<file path="src/rtl/zol_pkg.sv">
package zol_pkg;
  typedef enum logic [2:0] {
    ACT_STEP = 3'd0,
    ACT_LOOP = 3'd1,
    ACT_DONE = 3'd2,
    ACT_EXIT = 3'd3,
    ACT_JUMP = 3'd4
  } zol_act_e;
endpackage

</file>
<file path="src/rtl/zol_desc_bank.sv">
module zol_desc_bank #(
  parameter int NL = 6,
  parameter int AW = 16,
  parameter int CW = 8,
  parameter int LW = 3
) (
  input  logic          clk,
  input  logic          rst_n,
  input  logic          cfg_we,
  input  logic [LW-1:0] cfg_sel,
  input  logic [AW-1:0] cfg_start,
  input  logic [AW-1:0] cfg_end,
  input  logic [CW-1:0] cfg_count,
  input  logic [LW-1:0] cfg_parent,
  input  logic          cnt_we,
  input  logic [LW-1:0] cnt_sel,
  input  logic [CW-1:0] cnt_wdata,
  output logic [AW-1:0] start_q  [NL],
  output logic [AW-1:0] end_q    [NL],
  output logic [CW-1:0] init_q   [NL],
  output logic [LW-1:0] parent_q [NL],
  output logic [CW-1:0] cnt_q    [NL],
  output logic [NL-1:0] valid_q
);
  for (genvar k = 0; k < NL; k++) begin : g_lvl
    logic cfg_hit;
    logic cnt_hit;
    logic [CW-1:0] cnt_d;

    assign cfg_hit = cfg_we && (cfg_sel == LW'(k));
    assign cnt_hit = cnt_we && (cnt_sel == LW'(k));

    always_comb begin
      cnt_d = cnt_q[k];
      if (cfg_hit)      cnt_d = cfg_count;
      else if (cnt_hit) cnt_d = cnt_wdata;
    end

    always_ff @(posedge clk or negedge rst_n) begin
      if (!rst_n) begin
        start_q[k]  <= '0;
        end_q[k]    <= '0;
        init_q[k]   <= '0;
        parent_q[k] <= '0;
        valid_q[k]  <= 1'b0;
      end else if (cfg_hit) begin
        start_q[k]  <= cfg_start;
        end_q[k]    <= cfg_end;
        init_q[k]   <= cfg_count;
        parent_q[k] <= cfg_parent;
        valid_q[k]  <= 1'b1;
      end
    end

    always_ff @(posedge clk or negedge rst_n) begin
      if (!rst_n)                  cnt_q[k] <= '0;
      else if (cfg_hit || cnt_hit) cnt_q[k] <= cnt_d;
    end
  end
endmodule

</file>
<file path="src/rtl/zol_entry_pick.sv">
module zol_entry_pick #(
  parameter int NL = 6,
  parameter int AW = 16,
  parameter int LW = 3
) (
  input  logic [AW-1:0] pc,
  input  logic [LW-1:0] act,
  input  logic [AW-1:0] start_q  [NL],
  input  logic [LW-1:0] parent_q [NL],
  input  logic [NL-1:0] valid_q,
  output logic          hit,
  output logic [LW-1:0] hit_lvl
);
  logic [NL-1:0] match;

  for (genvar k = 0; k < NL; k++) begin : g_match
    assign match[k] = valid_q[k] && (parent_q[k] == act) &&
                      (start_q[k] == pc) && (act != LW'(k));
  end

  always_comb begin
    hit_lvl = '0;
    for (int k = NL - 1; k >= 0; k--) begin
      if (match[k]) hit_lvl = LW'(k);
    end
  end

  assign hit = |match;
endmodule

</file>
<file path="src/rtl/zol_seq.sv">
module zol_seq
  import zol_pkg::*;
#(
  parameter int          NL       = 6,
  parameter int          AW       = 16,
  parameter int          CW       = 8,
  parameter int          LW       = 3,
  parameter logic [AW-1:0] RESET_PC = '0
) (
  input  logic          clk,
  input  logic          rst_n,
  input  logic          adv,
  input  logic          exit_req,
  input  logic          jump_req,
  input  logic [LW-1:0] jump_sel,
  input  logic          hit,
  input  logic [LW-1:0] hit_lvl,
  input  logic [AW-1:0] start_q  [NL],
  input  logic [AW-1:0] end_q    [NL],
  input  logic [CW-1:0] init_q   [NL],
  input  logic [LW-1:0] parent_q [NL],
  input  logic [CW-1:0] cnt_q    [NL],
  input  logic [NL-1:0] valid_q,
  output logic [AW-1:0] pc_q,
  output logic [LW-1:0] act_q,
  output logic [LW-1:0] eff_lvl,
  output logic [CW-1:0] eff_cnt,
  output logic          cnt_we,
  output logic [LW-1:0] cnt_sel,
  output logic [CW-1:0] cnt_wdata,
  output zol_act_e      kind
);
  localparam logic [LW-1:0] ROOT = LW'(NL);

  logic [AW-1:0] pc_d;
  logic [LW-1:0] act_d;
  logic [LW-1:0] eix;
  logic [LW-1:0] jix;
  logic          eff_live;
  logic          jump_ok;
  logic          upd_we;

  always_comb begin
    eff_lvl  = hit ? hit_lvl : act_q;
    eff_live = (eff_lvl != ROOT);
    eix      = eff_live ? eff_lvl : '0;
    jump_ok  = (jump_sel < ROOT) && valid_q[jump_sel < ROOT ? jump_sel : '0];
    jix      = jump_ok ? jump_sel : '0;
    eff_cnt  = hit ? init_q[eix] : cnt_q[eix];

    kind      = ACT_STEP;
    pc_d      = pc_q + AW'(1);
    act_d     = eff_lvl;
    upd_we    = hit;
    cnt_sel   = eix;
    cnt_wdata = init_q[eix];

    if (exit_req && eff_live) begin
      kind   = ACT_EXIT;
      pc_d   = end_q[eix] + AW'(1);
      act_d  = parent_q[eix];
      upd_we = 1'b1;
    end else if (jump_req && jump_ok) begin
      kind      = ACT_JUMP;
      pc_d      = start_q[jix];
      act_d     = jump_sel;
      upd_we    = 1'b1;
      cnt_sel   = jix;
      cnt_wdata = init_q[jix];
    end else if (eff_live && (pc_q == end_q[eix])) begin
      upd_we = 1'b1;
      if (eff_cnt > CW'(1)) begin
        kind      = ACT_LOOP;
        pc_d      = start_q[eix];
        cnt_wdata = eff_cnt - CW'(1);
      end else begin
        kind  = ACT_DONE;
        pc_d  = end_q[eix] + AW'(1);
        act_d = parent_q[eix];
      end
    end
  end

  assign cnt_we = adv && upd_we;

  always_ff @(posedge clk or negedge rst_n) begin
    if (!rst_n) begin
      pc_q  <= RESET_PC;
      act_q <= ROOT;
    end else if (adv) begin
      pc_q  <= pc_d;
      act_q <= act_d;
    end
  end
endmodule

</file>
<file path="src/rtl/zol_ctrl.sv">
module zol_ctrl
  import zol_pkg::*;
#(
  parameter int            NL       = 6,
  parameter int            AW       = 16,
  parameter int            CW       = 8,
  parameter logic [AW-1:0] RESET_PC = '0,
  localparam int           LW       = $clog2(NL + 1)
) (
  input  logic          clk,
  input  logic          rst_n,
  input  logic          fetch_en,
  input  logic          cfg_we,
  input  logic [LW-1:0] cfg_sel,
  input  logic [AW-1:0] cfg_start,
  input  logic [AW-1:0] cfg_end,
  input  logic [CW-1:0] cfg_count,
  input  logic [LW-1:0] cfg_parent,
  input  logic          exit_req,
  input  logic          jump_req,
  input  logic [LW-1:0] jump_sel,
  output logic [AW-1:0] fetch_pc,
  output logic [LW-1:0] cur_level
);
  localparam logic [LW-1:0] ROOT = LW'(NL);

  logic [AW-1:0] start_q  [NL];
  logic [AW-1:0] end_q    [NL];
  logic [CW-1:0] init_q   [NL];
  logic [LW-1:0] parent_q [NL];
  logic [CW-1:0] cnt_q    [NL];
  logic [NL-1:0] valid_q;

  logic          hit;
  logic [LW-1:0] hit_lvl;
  logic [LW-1:0] eff_lvl;
  logic [CW-1:0] eff_cnt;
  logic          cnt_we;
  logic [LW-1:0] cnt_sel;
  logic [CW-1:0] cnt_wdata;
  zol_act_e      kind;
  logic          cfg_ok;

  logic [LW-1:0] eff_ix;
  logic [AW-1:0] eff_start;
  logic [AW-1:0] eff_end;
  logic [LW-1:0] eff_par;

  assign cfg_ok = cfg_we && !fetch_en && (cfg_sel < ROOT);

  zol_desc_bank #(.NL(NL), .AW(AW), .CW(CW), .LW(LW)) bank_i (
    .clk       (clk),
    .rst_n     (rst_n),
    .cfg_we    (cfg_ok),
    .cfg_sel   (cfg_sel),
    .cfg_start (cfg_start),
    .cfg_end   (cfg_end),
    .cfg_count (cfg_count),
    .cfg_parent(cfg_parent),
    .cnt_we    (cnt_we),
    .cnt_sel   (cnt_sel),
    .cnt_wdata (cnt_wdata),
    .start_q   (start_q),
    .end_q     (end_q),
    .init_q    (init_q),
    .parent_q  (parent_q),
    .cnt_q     (cnt_q),
    .valid_q   (valid_q)
  );

  zol_entry_pick #(.NL(NL), .AW(AW), .LW(LW)) pick_i (
    .pc      (fetch_pc),
    .act     (cur_level),
    .start_q (start_q),
    .parent_q(parent_q),
    .valid_q (valid_q),
    .hit     (hit),
    .hit_lvl (hit_lvl)
  );

  zol_seq #(.NL(NL), .AW(AW), .CW(CW), .LW(LW), .RESET_PC(RESET_PC)) seq_i (
    .clk      (clk),
    .rst_n    (rst_n),
    .adv      (fetch_en),
    .exit_req (exit_req),
    .jump_req (jump_req),
    .jump_sel (jump_sel),
    .hit      (hit),
    .hit_lvl  (hit_lvl),
    .start_q  (start_q),
    .end_q    (end_q),
    .init_q   (init_q),
    .parent_q (parent_q),
    .cnt_q    (cnt_q),
    .valid_q  (valid_q),
    .pc_q     (fetch_pc),
    .act_q    (cur_level),
    .eff_lvl  (eff_lvl),
    .eff_cnt  (eff_cnt),
    .cnt_we   (cnt_we),
    .cnt_sel  (cnt_sel),
    .cnt_wdata(cnt_wdata),
    .kind     (kind)
  );

  // Descriptor view of the level acting this cycle, observed by the checker.
  assign eff_ix    = (eff_lvl == ROOT) ? '0 : eff_lvl;
  assign eff_start = start_q[eff_ix];
  assign eff_end   = end_q[eff_ix];
  assign eff_par   = parent_q[eff_ix];
endmodule

</file>
<file path="config.mk">
export PLATFORM = sky130hd
export DESIGN_NAME = zol_ctrl
export DESIGN_NICKNAME = d
export VERILOG_FILES = /design/src/rtl/zol_pkg.sv /design/src/rtl/zol_desc_bank.sv /design/src/rtl/zol_entry_pick.sv /design/src/rtl/zol_seq.sv /design/src/rtl/zol_ctrl.sv
export SDC_FILE = /design/constraint.sdc
export NUM_CORES = 1
export LEC_CHECK = 0
export ABC_AREA = 1
export BUFFER_PORTS_ARGS = -buffer_cell sky130_fd_sc_hd__buf_2
export CAP_MARGIN = 30
export CORE_AREA = 2 2 269 271
export DETAILED_ROUTE_END_ITERATION = 8
export DIE_AREA = 0 0 271 273
export PLACE_DENSITY = 0.57
export SLEW_MARGIN = 10
export SYNTH_ARGS = -nofsm -noshare
export SYNTH_HDL_FRONTEND = slang
export SYNTH_HIERARCHICAL = 1
export SYNTH_SLANG_ARGS = --single-unit
</file>
<file path="constraint.sdc">
create_clock -name clk -period 4.1 [get_ports clk]
set_input_delay 0.82 -clock clk [delete_from_list [all_inputs] [get_ports clk]]
set_output_delay 0.82 -clock clk [all_outputs]
set_load 0.02 [all_outputs]
</file>
==> out/metrics.cfg <==
[status]
status = finished, violations left
violations = negative setup slack

[clock_tree]
cts_hold_buf = 0
numClockSinks = 331
cts-root-buf = clkbuf_16
cts_tree = yes
cts_buffers = 42
h-tree-depth = 2
cts_buffer_depth = 3
path_clk_slew_ps = 60
clock_latency_ps = 610

[global_route]
grt_pass1_wl_um = 143000
grt-ovfl-total = 0
grt_start_max_net_pins = 95
grt_pass1_vias = 22300
antenna_found_initial = 3
track_usage_pct = 25.4

[floorplanning]
core_sq_um = 71000
rows = 98
die-area_sq_um = 74000
die_w_um = 271
start_util_pct = 29.7
die_height_um = 273
ios = 74

[power_and_ir_drop]
leakage_nw = 14.6
powerDensity_nw_per_um2 = 691
vdd_drop_max_mv = 0.341
p_total_mw = 20.1

[finish]
fin_cells = 4544
area_growth_pct = 37.8
nets = 3621
fill_cells = 7364
drive_gt1_share_pct = 28.1

[setup_path]
r2r-start = seq_i/act_q[1]$_DFFE_PN1P_
ff2ff_setup_slack_ps = -590
critPathKind = register to register
critPathCaptureType = register
worst_setup_path_start_kind = register
max_stage_delay_ps = 590
cp_max_fo = 8
arrival_ps = 5200
slowest_stage = dfstp_2
cp.required_ps = 4610
startpoint = seq_i/act_q[1]$_DFFE_PN1P_

[timing]
finalCritPeriodShare_pct = 114
drv_slew = 0
fin_ws_ps = -590
rsz0062_at_grt = yes
clock_skew_ps = 39.1
fin_hold_ws_ps = 279
worst_pin_slew_ps = 957
max_slew_margin_pct = 35.6
hold_violations = 0
period_needed_ps = 4690
max_freq_mhz = 213
setup_violations = 67

[logic_synthesis]
postSynthCellCount = 3129
syn_area_sq_um = 21100
syn_area_per_cell_sq_um = 6.74
ys_warn_count = 6
syn_nets = 3188

[drt]
wl_per_cell_um = 21.2
firstDrtPassIters = 6
drcViolationCount = 0
ant_nets = 0
drt_iter0_markers = 2821
wl_um = 96400
vias = 23700
viasPerCell = 5.21

[placed_design]
io_buffers = 73
dpl.hpwl_um = 66500
gp_congestion = 1.03
dp_slack_ps = -744
post-place-cells = 4390

[hold_path]
hold_path.class = input port to asynchronous set/reset pin

[job]
maxCapViolations = 0

flip-flops by register name, indices dropped and copies added, names as in the netlist:
register / count
seq_i/pc_q: 16
bank_i/valid_q: 6
bank_i/end_q: 96
bank_i/start_q: 96
bank_i/init_q: 48
bank_i/cnt_q: 48
seq_i/act_q: 3
bank_i/parent_q: 18
power breakdown:
group          switching [mW]  internal (mW)  total, mW
clock network            1.56           2.58       4.14
logic                    6.39           4.62       11.0
registers               0.781           4.12       4.90
total                    8.74           11.3       20.1
repair_timing:
action,CTS,global route
pin swaps,84,137
cloned,9,3
endpoints found under the setup margin,67,67
setup buffers,48,23
gates resized for setup,241,189
worst paths after layout:
kind | endpoint | cells past startpoint
setup / recovery | bank_i/cnt_q[6]$_DFFE_PN0P_ | 37
hold / removal | bank_i/end_q[73]$_DFFE_PN0P_ | 1
setup reg to reg | bank_i/cnt_q[6]$_DFFE_PN0P_ | 37
hold reg to reg | bank_i/init_q[27]$_DFFE_PN0P_ | 2
max in group asynchronous | bank_i/init_q[26]$_DFFE_PN0P_ | 2
min in group clk | bank_i/init_q[27]$_DFFE_PN0P_ | 2
through the flow:
step                      setup TNS (ps)  util [%]  cell area (sq um)
after global routing              -48420      40.9              29000
after global placement            -37400      35.4              25100
after floorplan                    -4460         -              21200
after detailed placement          -41590      35.4              25100
after CTS                         -18340      39.5              28000
final                             -34460      40.9              29000
layout by cell type, fill, tap and decap left out, types with 17 or more instances in the layout:
| cell | n |
|---|---|
| nand2_2 | 82 |
| o22ai_1 | 30 |
| o21ai_1 | 66 |
| nand2_4 | 23 |
| buf_6 | 56 |
| o21ai_2 | 19 |
| nor2_1 | 204 |
| dfrtp_1 | 323 |
| nand3_1 | 183 |
| xnor2_1 | 17 |
| buf_12 | 23 |
| clkbuf_16 | 48 |
| o21ai_0 | 338 |
| o211ai_1 | 20 |
| buf_2 | 72 |
| nand2_1 | 1003 |
| xor2_1 | 30 |
| a21oi_1 | 61 |
| inv_2 | 25 |
| nand3_2 | 124 |
| inv_1 | 233 |
| buf_4 | 390 |
metal layers:
layer	up-vias	wire, um	GRT usage [%]
li1	11000	-	-
met1	11200	41600	35.4
met2	1245	41300	38.0
met3	260	9360	5.40
met4	2	4150	10.3
met5	-	11	0
critical path: cells and delay by family, from the launching register on:
kind            cells  cell delay (ps)
flops               1              590
compound gates      2              270
buf+inv             8              980
simple gates       27             2740
final cells by class:
class / instances / area (sq um) / area share [%]
repair buffers: 557 / 4740 / 16.3
clock inverters: 11 / 185 / 0.638
inverters: 276 / 1070 / 3.70
diodes: 2 / 5.00 / 0.0172
multi-input cells: 2354 / 12200 / 42.0
clock buffers: 63 / 1350 / 4.66
flip-flops and latches: 331 / 8290 / 28.6
well taps: 950 / 1190 / 4.09
Power figures use the tool's default switching activity.
